`src/rtl/acc_guard_pkg.sv`:
```
package acc_guard_pkg;

    localparam int NSLOT_DEF = 64;
    localparam int DW_DEF    = 32;
    localparam int RAW_DEF   = 4;
    localparam int SELF_DEF  = 45;

    localparam int NFLAG   = 2;
    localparam int FB_PRIV = 0;
    localparam int FB_SEC  = 1;

    typedef enum logic [0:0] {
        CAP_OPEN = 1'b0,
        CAP_HELD = 1'b1
    } cap_state_e;

    typedef struct packed {
        logic sec_f;
        logic priv_f;
    } fault_t;

endpackage

```
`src/rtl/acc_guard_check.sv`:
```
module acc_guard_check
    import acc_guard_pkg::*;
#(
    parameter int NSLOT = NSLOT_DEF,
    localparam int PID_W = $clog2(NSLOT)
) (
    input  logic             en,
    input  logic             req,
    input  logic             priv,
    input  logic             sec,
    input  logic [PID_W-1:0] pid,
    input  logic [NSLOT-1:0] priv_map,
    input  logic [NSLOT-1:0] sec_map,
    output fault_t           flt
);

    logic need_priv;
    logic slot_sec;

    always_comb begin
        need_priv  = priv_map[pid];
        slot_sec   = sec_map[pid];
        flt.priv_f = en & req & need_priv & ~priv;
        flt.sec_f  = en & req & (slot_sec ^ sec);
    end

endmodule

```
`src/rtl/acc_guard_regs.sv`:
```
module acc_guard_regs
    import acc_guard_pkg::*;
#(
    parameter int NSLOT = NSLOT_DEF,
    parameter int DW    = DW_DEF,
    parameter int RAW   = RAW_DEF,
    localparam int PID_W = $clog2(NSLOT),
    localparam int WORDS = (NSLOT + DW - 1) / DW
) (
    input  logic             clk,
    input  logic             rst_n,
    input  logic             wr_en,
    input  logic [RAW-1:0]   addr,
    input  logic [DW-1:0]    wdata,
    input  fault_t           flt,
    input  logic [PID_W-1:0] pid,
    output logic [DW-1:0]    rdata,
    output logic             prot_en,
    output logic [NSLOT-1:0] priv_map,
    output logic [NSLOT-1:0] sec_map,
    output logic [NFLAG-1:0] irq
);

    localparam int OFS_CTRL = 0;
    localparam int OFS_PRIV = 1;
    localparam int OFS_SEC  = OFS_PRIV + WORDS;
    localparam int OFS_FLAG = OFS_SEC + WORDS;
    localparam int OFS_FSET = OFS_FLAG + 1;
    localparam int OFS_FCLR = OFS_FLAG + 2;
    localparam int OFS_IEN  = OFS_FLAG + 3;
    localparam int OFS_PEND = OFS_FLAG + 4;
    localparam int OFS_FID  = OFS_FLAG + 5;

    logic [WORDS-1:0][DW-1:0] priv_w;
    logic [WORDS-1:0][DW-1:0] sec_w;
    logic [WORDS*DW-1:0]      priv_flat;
    logic [WORDS*DW-1:0]      sec_flat;
    logic                     ctrl_en;
    logic [NFLAG-1:0]         flags;
    logic [NFLAG-1:0]         flag_nxt;
    logic [NFLAG-1:0]         ien;
    logic [PID_W-1:0]         fid;
    cap_state_e               state;
    cap_state_e               state_nxt;
    logic                     fault_any;
    logic                     load_id;

    assign fault_any = flt.priv_f | flt.sec_f;

    // attribute words, one pair per group of DW slots
    for (genvar w = 0; w < WORDS; w++) begin : g_attr
        always_ff @(posedge clk or negedge rst_n) begin
            if (!rst_n) begin
                priv_w[w] <= '0;
                sec_w[w]  <= '0;
            end else if (wr_en) begin
                if (addr == RAW'(OFS_PRIV + w)) priv_w[w] <= wdata;
                if (addr == RAW'(OFS_SEC + w))  sec_w[w]  <= wdata;
            end
        end
    end

    assign priv_flat = priv_w;
    assign sec_flat  = sec_w;
    assign priv_map  = priv_flat[NSLOT-1:0];
    assign sec_map   = sec_flat[NSLOT-1:0];
    assign prot_en   = ctrl_en;
    assign irq       = flags & ien;

    always_ff @(posedge clk or negedge rst_n) begin
        if (!rst_n) begin
            ctrl_en <= 1'b0;
            ien     <= '0;
        end else if (wr_en) begin
            if (addr == RAW'(OFS_CTRL)) ctrl_en <= wdata[0];
            if (addr == RAW'(OFS_IEN))  ien     <= wdata[NFLAG-1:0];
        end
    end

    // flag update: software set/clear, then hardware faults win
    always_comb begin
        flag_nxt = flags;
        if (wr_en && addr == RAW'(OFS_FSET)) flag_nxt = flag_nxt | wdata[NFLAG-1:0];
        if (wr_en && addr == RAW'(OFS_FCLR)) flag_nxt = flag_nxt & ~wdata[NFLAG-1:0];
        flag_nxt[FB_PRIV] = flag_nxt[FB_PRIV] | flt.priv_f;
        flag_nxt[FB_SEC]  = flag_nxt[FB_SEC]  | flt.sec_f;
    end

    always_ff @(posedge clk or negedge rst_n) begin
        if (!rst_n) flags <= '0;
        else        flags <= flag_nxt;
    end

    // capture state machine: next-state logic
    always_comb begin
        state_nxt = state;
        unique case (state)
            CAP_OPEN: if (fault_any)        state_nxt = CAP_HELD;
            CAP_HELD: if (flag_nxt == '0)   state_nxt = CAP_OPEN;
            default:                        state_nxt = CAP_OPEN;
        endcase
    end

    always_ff @(posedge clk or negedge rst_n) begin
        if (!rst_n) state <= CAP_OPEN;
        else        state <= state_nxt;
    end

    // capture state machine: outputs
    always_comb begin
        load_id = 1'b0;
        unique case (state)
            CAP_OPEN: load_id = fault_any;
            CAP_HELD: load_id = 1'b0;
            default:  load_id = 1'b0;
        endcase
    end

    always_ff @(posedge clk or negedge rst_n) begin
        if (!rst_n)       fid <= '0;
        else if (load_id) fid <= pid;
    end

    always_comb begin
        rdata = '0;
        if (addr == RAW'(OFS_CTRL)) rdata[0] = ctrl_en;
        for (int w = 0; w < WORDS; w++) begin
            if (addr == RAW'(OFS_PRIV + w)) rdata = priv_w[w];
            if (addr == RAW'(OFS_SEC + w))  rdata = sec_w[w];
        end
        if (addr == RAW'(OFS_FLAG)) rdata[NFLAG-1:0] = flags;
        if (addr == RAW'(OFS_IEN))  rdata[NFLAG-1:0] = ien;
        if (addr == RAW'(OFS_PEND)) rdata[NFLAG-1:0] = flags & ien;
        if (addr == RAW'(OFS_FID))  rdata[PID_W-1:0] = fid;
    end

    p_capture_r5: assert property (@(posedge clk) disable iff (!rst_n)
        flt.priv_f |=> flags[FB_PRIV] && state == CAP_HELD);

    p_sec_flag_r6: assert property (@(posedge clk) disable iff (!rst_n)
        flt.sec_f |=> flags[FB_SEC]);

    p_sticky_r7: assert property (@(posedge clk) disable iff (!rst_n)
        flags[FB_PRIV] && !(wr_en && addr == RAW'(OFS_FCLR) && wdata[FB_PRIV])
        |=> flags[FB_PRIV]);

    p_id_hold_r7: assert property (@(posedge clk) disable iff (!rst_n)
        state == CAP_HELD |=> $stable(fid));

    p_irq_follow_r8: assert property (@(posedge clk) disable iff (!rst_n)
        flt.priv_f && ien[FB_PRIV] |=> irq[FB_PRIV]);

    p_ien_keeps_r9: assert property (@(posedge clk) disable iff (!rst_n)
        wr_en && addr == RAW'(OFS_IEN) |=> flags == $past(flags));

    p_both_r10: assert property (@(posedge clk) disable iff (!rst_n)
        flt.priv_f && flt.sec_f |=> flags == 2'b11);

endmodule

```
`src/rtl/acc_guard.sv`:
```
module acc_guard
    import acc_guard_pkg::*;
#(
    parameter int NSLOT   = NSLOT_DEF,
    parameter int DW      = DW_DEF,
    parameter int RAW     = RAW_DEF,
    parameter int SELF_ID = SELF_DEF,
    localparam int PID_W  = $clog2(NSLOT)
) (
    input  logic             clk,
    input  logic             rst_n,
    input  logic             m_req,
    input  logic             m_we,
    input  logic             m_priv,
    input  logic             m_sec,
    input  logic [PID_W-1:0] m_pid,
    input  logic [RAW-1:0]   m_addr,
    input  logic [DW-1:0]    m_wdata,
    output logic [DW-1:0]    m_rdata,
    output logic             p_req,
    output logic             p_we,
    output logic [PID_W-1:0] p_pid,
    output logic [RAW-1:0]   p_addr,
    output logic [DW-1:0]    p_wdata,
    input  logic [DW-1:0]    p_rdata,
    output logic             irq_priv,
    output logic             irq_sec
);

    fault_t           flt;
    logic             prot_en;
    logic [NSLOT-1:0] priv_map;
    logic [NSLOT-1:0] sec_map;
    logic [NFLAG-1:0] irq;
    logic [DW-1:0]    reg_rdata;
    logic             to_self;
    logic             blocked;
    logic             reg_wr;

    acc_guard_check #(.NSLOT(NSLOT)) u_check (
        .en       (prot_en),
        .req      (m_req),
        .priv     (m_priv),
        .sec      (m_sec),
        .pid      (m_pid),
        .priv_map (priv_map),
        .sec_map  (sec_map),
        .flt      (flt)
    );

    acc_guard_regs #(.NSLOT(NSLOT), .DW(DW), .RAW(RAW)) u_regs (
        .clk      (clk),
        .rst_n    (rst_n),
        .wr_en    (reg_wr),
        .addr     (m_addr),
        .wdata    (m_wdata),
        .flt      (flt),
        .pid      (m_pid),
        .rdata    (reg_rdata),
        .prot_en  (prot_en),
        .priv_map (priv_map),
        .sec_map  (sec_map),
        .irq      (irq)
    );

    assign to_self  = (m_pid == PID_W'(SELF_ID));
    assign blocked  = flt.priv_f | flt.sec_f;
    assign reg_wr   = m_req & m_we & ~blocked & to_self;

    assign p_req    = m_req & ~blocked & ~to_self;
    assign p_we     = p_req & m_we;
    assign p_pid    = m_pid;
    assign p_addr   = m_addr;
    assign p_wdata  = m_wdata;
    assign irq_priv = irq[FB_PRIV];
    assign irq_sec  = irq[FB_SEC];

    always_comb begin
        m_rdata = '0;
        if (m_req && !blocked && !m_we) m_rdata = to_self ? reg_rdata : p_rdata;
    end

    p_no_fwd_r1: assert property (@(posedge clk) disable iff (!rst_n)
        flt.priv_f |-> !p_req && !p_we);

    p_zero_rd_r2: assert property (@(posedge clk) disable iff (!rst_n)
        blocked |-> m_rdata == '0);

    p_pass_r4: assert property (@(posedge clk) disable iff (!rst_n)
        m_req && !prot_en && !to_self |-> p_req && (p_we == m_we));

    p_no_strobe_r12: assert property (@(posedge clk) disable iff (!rst_n)
        flt.sec_f |-> !p_we);

endmodule

```
`config.mk`:
```
export PLATFORM = sky130hd
export DESIGN_NAME = acc_guard
export DESIGN_NICKNAME = d
export VERILOG_FILES = /design/src/rtl/acc_guard_pkg.sv /design/src/rtl/acc_guard_check.sv /design/src/rtl/acc_guard_regs.sv /design/src/rtl/acc_guard.sv
export SDC_FILE = /design/constraint.sdc
export NUM_CORES = 1
export LEC_CHECK = 0
export ABC_AREA = 1
export BUFFER_PORTS_ARGS = -buffer_cell sky130_fd_sc_hd__buf_2
export CAP_MARGIN = 15
export CELL_PAD_IN_SITES_DETAIL_PLACEMENT = 0
export CELL_PAD_IN_SITES_GLOBAL_PLACEMENT = 1
export CORE_UTILIZATION = 37
export CTS_CLUSTER_SIZE = 40
export DETAILED_ROUTE_END_ITERATION = 7
export GPL_ROUTABILITY_DRIVEN = 0
export PLACE_DENSITY_LB_ADDON = 0.15
export RECOVER_POWER = 25
export SYNTH_ARGS = -nofsm -noshare
export SYNTH_HDL_FRONTEND = slang
export SYNTH_SLANG_ARGS = --single-unit
```
`constraint.sdc`:
```
create_clock -name clk -period 2.13 [get_ports clk]
set_clock_uncertainty 0.2 [all_clocks]
set_input_delay 0.213 -clock clk [delete_from_list [all_inputs] [get_ports clk]]
set_output_delay 0.213 -clock clk [all_outputs]
set_load 0.01 [all_outputs]
```
* Word-level counts from Yosys, hierarchy flattened
Index checks and enable logic that the tools add are counted.
Word-level totals: output and inout bits 78, register bits after elaboration 140, word-level logic and storage cells 78, bits of input ports 80
Cells by class: reduce and logical (&&, ||, !) cells 14, magnitude comparators 1, muxes and demuxes 21, bitwise logic cells 22, equality and inequality tests 11
Operators by type and width (number):
- 2-to-1 mux 32 bit | 6
- == test 4 x 3 -> 1 bit (second input constant) | 4
- binary-select mux 1 bit (select 6 bit) | 2
- == test 4 bit (second input constant) | 3
- AND reduction 2 bit | 6
- AND 1 bit | 10
- 2-to-1 mux 2 bit | 5
- == test 4 x 2 -> 1 bit (second input constant) | 2
- less-than comparator 6 x 7 -> 1 bit (second input constant) | 1
- == test 6 bit (second input constant) | 1
- 2-to-1 mux 6 bit | 1
- 2-to-1 mux 1 bit | 5
- AND 2 bit | 2
- == test 4 x 1 -> 1 bit (second input constant) | 1
- logical AND 1 bit | 4
- zero test 4 bit | 1
- inverter 1 bit | 4
- one-hot mux 1 bit (2 select lines) | 2
- bitwise OR 1 bit | 3
- zero test 1 bit | 2
- zero test 2 bit | 1
- inverter 2 bit | 1
- bitwise OR 2 bit | 1
- XOR 1 bit | 1

* Logic depth before layout (Yosys ltp)
word-level depth 16, depth in mapped cells 24

* Modules after synthesis
A second synthesis with hierarchy kept.
Second synthesis, totals: cell total of the unflattened synthesis 1248, area total of the unflattened synthesis 9022.4 sq um
By module, submodules not included:
- acc_guard_regs | area each 6449.9 sq um, cells an instance 718, sequential area each 3503.4 sq um, times used 1
- acc_guard_check | area each 1386.3 sq um, cells an instance 297, sequential area each 0.0 sq um, times used 1
- acc_guard | area each 1186.1 sq um, cells an instance 233, sequential area each 0.0 sq um, times used 1

* Worst setup path before layout
Ideal clock, no wire load.
kind input port to output port, start point in m_pid[0], end point out m_rdata[10], arrival 2.063 ns, required time 1.717 ns, slack -0.346 ns, path buffers 4, stages 19, cells stage by stage buf_4 -> inv_2 -> buf_6 -> buf_6 -> nand2_1 -> nand3_1 -> nand3_1 -> nand3_1 -> nand2_1 -> nand2_1 -> nand2_1 -> inv_1 -> nand3_1 -> nand3_2 -> nand3_4 -> inv_1 -> nand2_1 -> clkbuf_1 -> a311oi_1
Between the ends: word-level cells in the longest chain between the ends 9
RTL lines:
- from (decl) | RTL line acc_guard.sv:16 | input logic [PID_W-1:0] m_pid,
- binary-select mux 1 bit (select 6 bit), on equally long branches | RTL line acc_guard_check.sv:21, acc_guard_check.sv:22
- 2-to-1 mux 1 bit, on equally long branches | RTL line acc_guard_check.sv:21, acc_guard_check.sv:22
- AND 1 bit or XOR 1 bit (tied branches) | RTL line acc_guard_check.sv:23, acc_guard_check.sv:24
- AND 1 bit, on equally long branches | RTL line acc_guard_check.sv:23, acc_guard_check.sv:24
- bitwise OR 1 bit | RTL line acc_guard.sv:67 | assign blocked = flt.priv_f | flt.sec_f;
- zero test 1 bit | RTL line acc_guard.sv:80 | if (m_req && !blocked && !m_we) m_rdata = to_self ? reg_rdata : p_rdata;
- logical AND 1 bit (2 in series) | RTL line acc_guard.sv:80
- 2-to-1 mux 32 bit (*) | RTL line acc_guard.sv:80
- to (decl) | RTL line acc_guard.sv:19 | output logic [DW-1:0] m_rdata,
Mark *: on every way between the ends. The rest lies on a longest branch, timed or not. The select of a mux whose other input is x is not followed.

* Final worst setup path
start point reg u_regs.priv_w, in the netlist u_regs.priv_map[36], end point reg u_regs.sec_w, in the netlist u_regs.sec_map[51]
Between the ends: word-level cells in the longest chain between the ends 9
RTL lines:
- from (decl) | RTL line acc_guard_regs.sv:34 | logic [WORDS-1:0][DW-1:0] priv_w;
- from (signal, indexed assignment) | RTL line acc_guard_regs.sv:57 | if (addr == RAW'(OFS_PRIV + w)) priv_w[w] <= wdata;
- binary-select mux 1 bit (select 6 bit) | RTL line acc_guard_check.sv:21 | need_priv = priv_map[pid];
- 2-to-1 mux 1 bit (implied by the code) | RTL line acc_guard_check.sv:21
- AND 1 bit (2 in series) | RTL line acc_guard_check.sv:23 | flt.priv_f = en & req & need_priv & ~priv;
- bitwise OR 1 bit | RTL line acc_guard.sv:67
- inverter 1 bit | RTL line acc_guard.sv:68 | assign reg_wr = m_req & m_we & ~blocked & to_self;
- AND 1 bit (2 in series) | RTL line acc_guard.sv:68
- AND reduction 2 bit (no source line)
- to (signal, indexed assignment) | RTL line acc_guard_regs.sv:58 | if (addr == RAW'(OFS_SEC + w)) sec_w[w] <= wdata;
- to (decl) | RTL line acc_guard_regs.sv:35 | logic [WORDS-1:0][DW-1:0] sec_w;
Every way passes these cells. The select of a mux whose other input is x is not followed. A chain may end at the register's enable or synchronous reset.

==> qor.csv <==
stage,metric,value,unit
setup_path,slowest_delay,400,ps
yosys,synth.area.top_cells,"dfrtp_1 (42%), nand2_1 (13%), o21ai_0 (9.1%)",
yosys,yosysWarningCount,0,
global_routing,overflow,0,
yosys,synth_area,8400,µm²
sta,hold_viol_final,0,
cells_and_area,final_area,13800,µm²
power,total_power,6.89,mW
clock_tree,cts-buffers-inserted,17,
die,die_area,23300,µm²
setup_path,required,2250,ps
yosys,synth_cell_type_count,33,
die,fp.dieH,153,µm
setup_path,cp-start-kind,flop,
global_routing,antenna_found_initial,0,
worst_hold_path,hp-class,in2reg,
route,dr_total_vias,9603,
setup_path,cp_max_fo,6,
die,row_count,54,
setup_path,crit_path_cell_trace,nor2_1 > nor2_1 > o21ai_1 > o211ai_1 > nand3_1 > nand2_1 > nand2_1 > nand3_2 > nand2_4 > buf_4 > buf_6 > buf_6 > buf_6 > buf_6 > buf_6 > nand2_4 > nor2_4 > nand3_4 > buf_12 > mux2_4,
sta,tightest_slew,872,ps
sta,layout_setup_ws,-846,ps
yosys,synthFlopType,dfrtp_1,
sta,finalCritPeriodShare,140,%
cells_and_area,post-route-util,62.7,%
place,dp_hpwl,22300,µm
yosys,synthArstFlopShare,100,%
run_status,status,"finished, violations left",
global_routing,grt_max_degree,45,
route,drt-pass1-iter-count,8,
flow_run,maxCapViolations,0,
cells_and_area,nets,1603,
place,numPortBuffers,157,
clock_tree,max-clock-path-buffers,2,
cells_and_area,multi_input_area,4480,µm²
clock_tree,cts_sinks,140,
setup_path,worst_ep_arrival_time,3090,ps
yosys,synth_top_area_cell,dfrtp_1,
cells_and_area,antenna_cells,0,
die,core_area,22000,µm²
cells_and_area,synthToLayoutAreaGrowth,64.4,%
yosys,synth_top_area_share,41.7,%
setup_path,cp_num_buf_inv,7,
clock_tree,cts_tree,yes,
sta,whs,94.5,ps
route,drt.antenna.violating_nets,0,
yosys,ys_seq_area_share,41.7,%
power,power_leakage,6.74,nW
global_routing,grt_pass1_wl,54000,µm
power,p_per_area,500,nW/µm²
clock_tree,cts_root_buf,clkbuf_16,
route,routed_wl,36200,µm
sta,setup_viol,174,
sta,timing.fmax,336,MHz
sta,slew_headroom,41.9,%
power,vdd_drop_max,0.393,mV
die,die_w,153,µm
setup_path,path_class,reg2reg,
yosys,syn_area_per_cell,7.30,µm²
sta,drv_slew,0,
yosys,synth-edff-count,0,
setup_path,cp_slowest_cell,dfrtp_1,
setup_path,end_kind,flop,
run_status,violations,"DRC, setup timing",
cells_and_area,fill_cells,1974,
route,drt_iter0_drc,802,
sta,grt_setup_unrepaired,true,
cells_and_area,seqCellArea,3500,µm²
route,drc,10,
setup_path,critPathMostFrequentCell,buf_6,
place,dpl_cell_area,11100,µm²
global_routing,grt_pass1_vias,9481,
clock_tree,path_clk_slew,70,ps
clock_tree,cts_htree_levels,4,
setup_path,cp_top_family,simple AND/OR/NAND/NOR gates,
cells_and_area,layout-drive-gt1-share,42.2,%
die,start_util,38.1,%
yosys,synth_nets,1230,
route,routedWlPerCell,19.9,µm
yosys,syn-instance-count,1150,
clock_tree,clk_latency,440,ps
die,io_pins,158,
yosys,synth_seq_cells,140,
global_routing,track_usage,30.4,%
sta,period_needed,2980,ps
route,routed_via_density,5.29,
[Yosys cell counts (2+ instances only)]
library cell and number:
a311oi_1 12, buf_6 10, dfrtp_1 140, o21ai_2 20, nor2_1 76, buf_2 19
a21oi_1 49, clkbuf_1 35, o21ai_1 6, nor2_4 2, nand3_1 55, o211ai_1 36
a221oi_1 7, buf_1 2, mux2i_1 2, or2_1 2, buf_4 43, o21ai_0 152
clkinv_1 2, o22ai_1 28, nand4_1 3, nor2_8 2, inv_2 3, nand2_1 286
inv_1 150
[kinds of logic (layout without fill, tap and decap cells)]
logic type      Yosys count  after routing  synth area share, %
simple gates            429            430                 21.0
compound gates          313            313                 22.0
buf+inv                 265            650                 15.0
flops                   140            140                 41.7
mux                       3              3                0.373
[where the power goes]
group	leakage, nW	internal (mW)	total [mW]	switching, mW
Clock	0.284	1.78	3.09	1.32
Sequential	1.62	2.69	2.71	0.0201
Combinational	4.84	0.459	1.08	0.625
[per-layer routing]
layer  track usage [%]  part of all wire, %  vias up
met2              50.8                   48      403
met3              4.95                  6.4       77
met1              40.1                   43     4633
li1                  -                    -     4490
met4              9.67                  2.8        0
met5                 0                    0        -
[path summary, 6_finish.rpt]
path | startpoint | end | slack, ps | depth (start not counted)
max in group asynchronous | rst_n | u_regs.priv_map[50] | 310 | 3
min in group asynchronous | rst_n | u_regs.sec_map[36] | 230 | 2
worst min register to register | u_regs.state | u_regs.state | 280 | 2
worst max register to register | u_regs.priv_map[36] | u_regs.sec_map[51] | -850 | 20
worst min-delay path | m_addr[3] | u_regs.ien[1] | 90 | 5
worst max-delay path | u_regs.priv_map[36] | u_regs.sec_map[51] | -850 | 20
[what timing repair did]
| action | 4_1_cts | 5_1_grt |
|---|---|---|
| gates cloned | 16 | 11 |
| pin swaps | 20 | 18 |
| buffers inserted | 26 | 27 |
| hold buffers | 33 | 0 |
| endpoints found under the setup margin | 174 | 174 |
| resized for setup | 117 | 194 |
| endpoints found under the hold margin | 267 | 0 |
[through the flow]
| step | worst slack [ps] | TNS [ps] | instances |
|---|---|---|---|
| finish | -846 | -129640 | 1816 |
| detailed placement | -764 | -118950 | 1683 |
| CTS | -730 | -96340 | 1790 |
| global route | -982 | -153680 | 1816 |
| floorplan | -243 | -22200 | 1150 |
| global placement | -712 | -112270 | 1683 |
[placed cells by master (no fill, tap or decap), types with 3 or more instances in the layout]
cell,n
nand3_2,16
clkbuf_16,25
inv_1,134
nand2_2,52
o21ai_1,102
nor2_4,21
o21ai_2,39
a21oi_1,41
o22ai_1,28
buf_6,43
buf_8,11
nand2_1,217
clkbuf_1,7
a311oi_4,9
a21oi_2,4
clkinvlp_4,3
nand4_1,3
o211ai_1,36
nand3_1,38
nor2_1,56
buf_2,129
inv_6,7
buf_4,182
a21oi_4,4
dlygate4sd3_1,33
o21ai_0,37
buf_12,33
nand3_4,4
a221oi_1,7
inv_2,17
buf_16,13
clkinv_4,3
dfrtp_1,140
nand2_4,17
[layout make-up]
cell class	count	share of cell area [%]
Multi-Input combinational cell	746	32.4
Timing Repair Buffer	461	30.8
Sequential cell	140	25.4
Inverter	156	4.46
Clock buffer	18	3.18
Tap cell	280	2.54
Clock inverter	14	1.14
Timing Repair inverter	1	0.0635
[tightest hold or removal path, delay by kind of cell]
family                 cells  cell delay, ps
and+or+nand+nor            3             290
AOI/OAI and AO/OA          1              60
buffers and inverters      1             120
[flip-flops by register name, summed over array words and instances, names as in the netlist]
signal	flops
u_regs.sec_map	64
u_regs.fid	6
u_regs.state	1
u_regs.prot_en	1
u_regs.flags	2
u_regs.ien	2
u_regs.priv_map	64
Power figures use the tool's default switching activity.
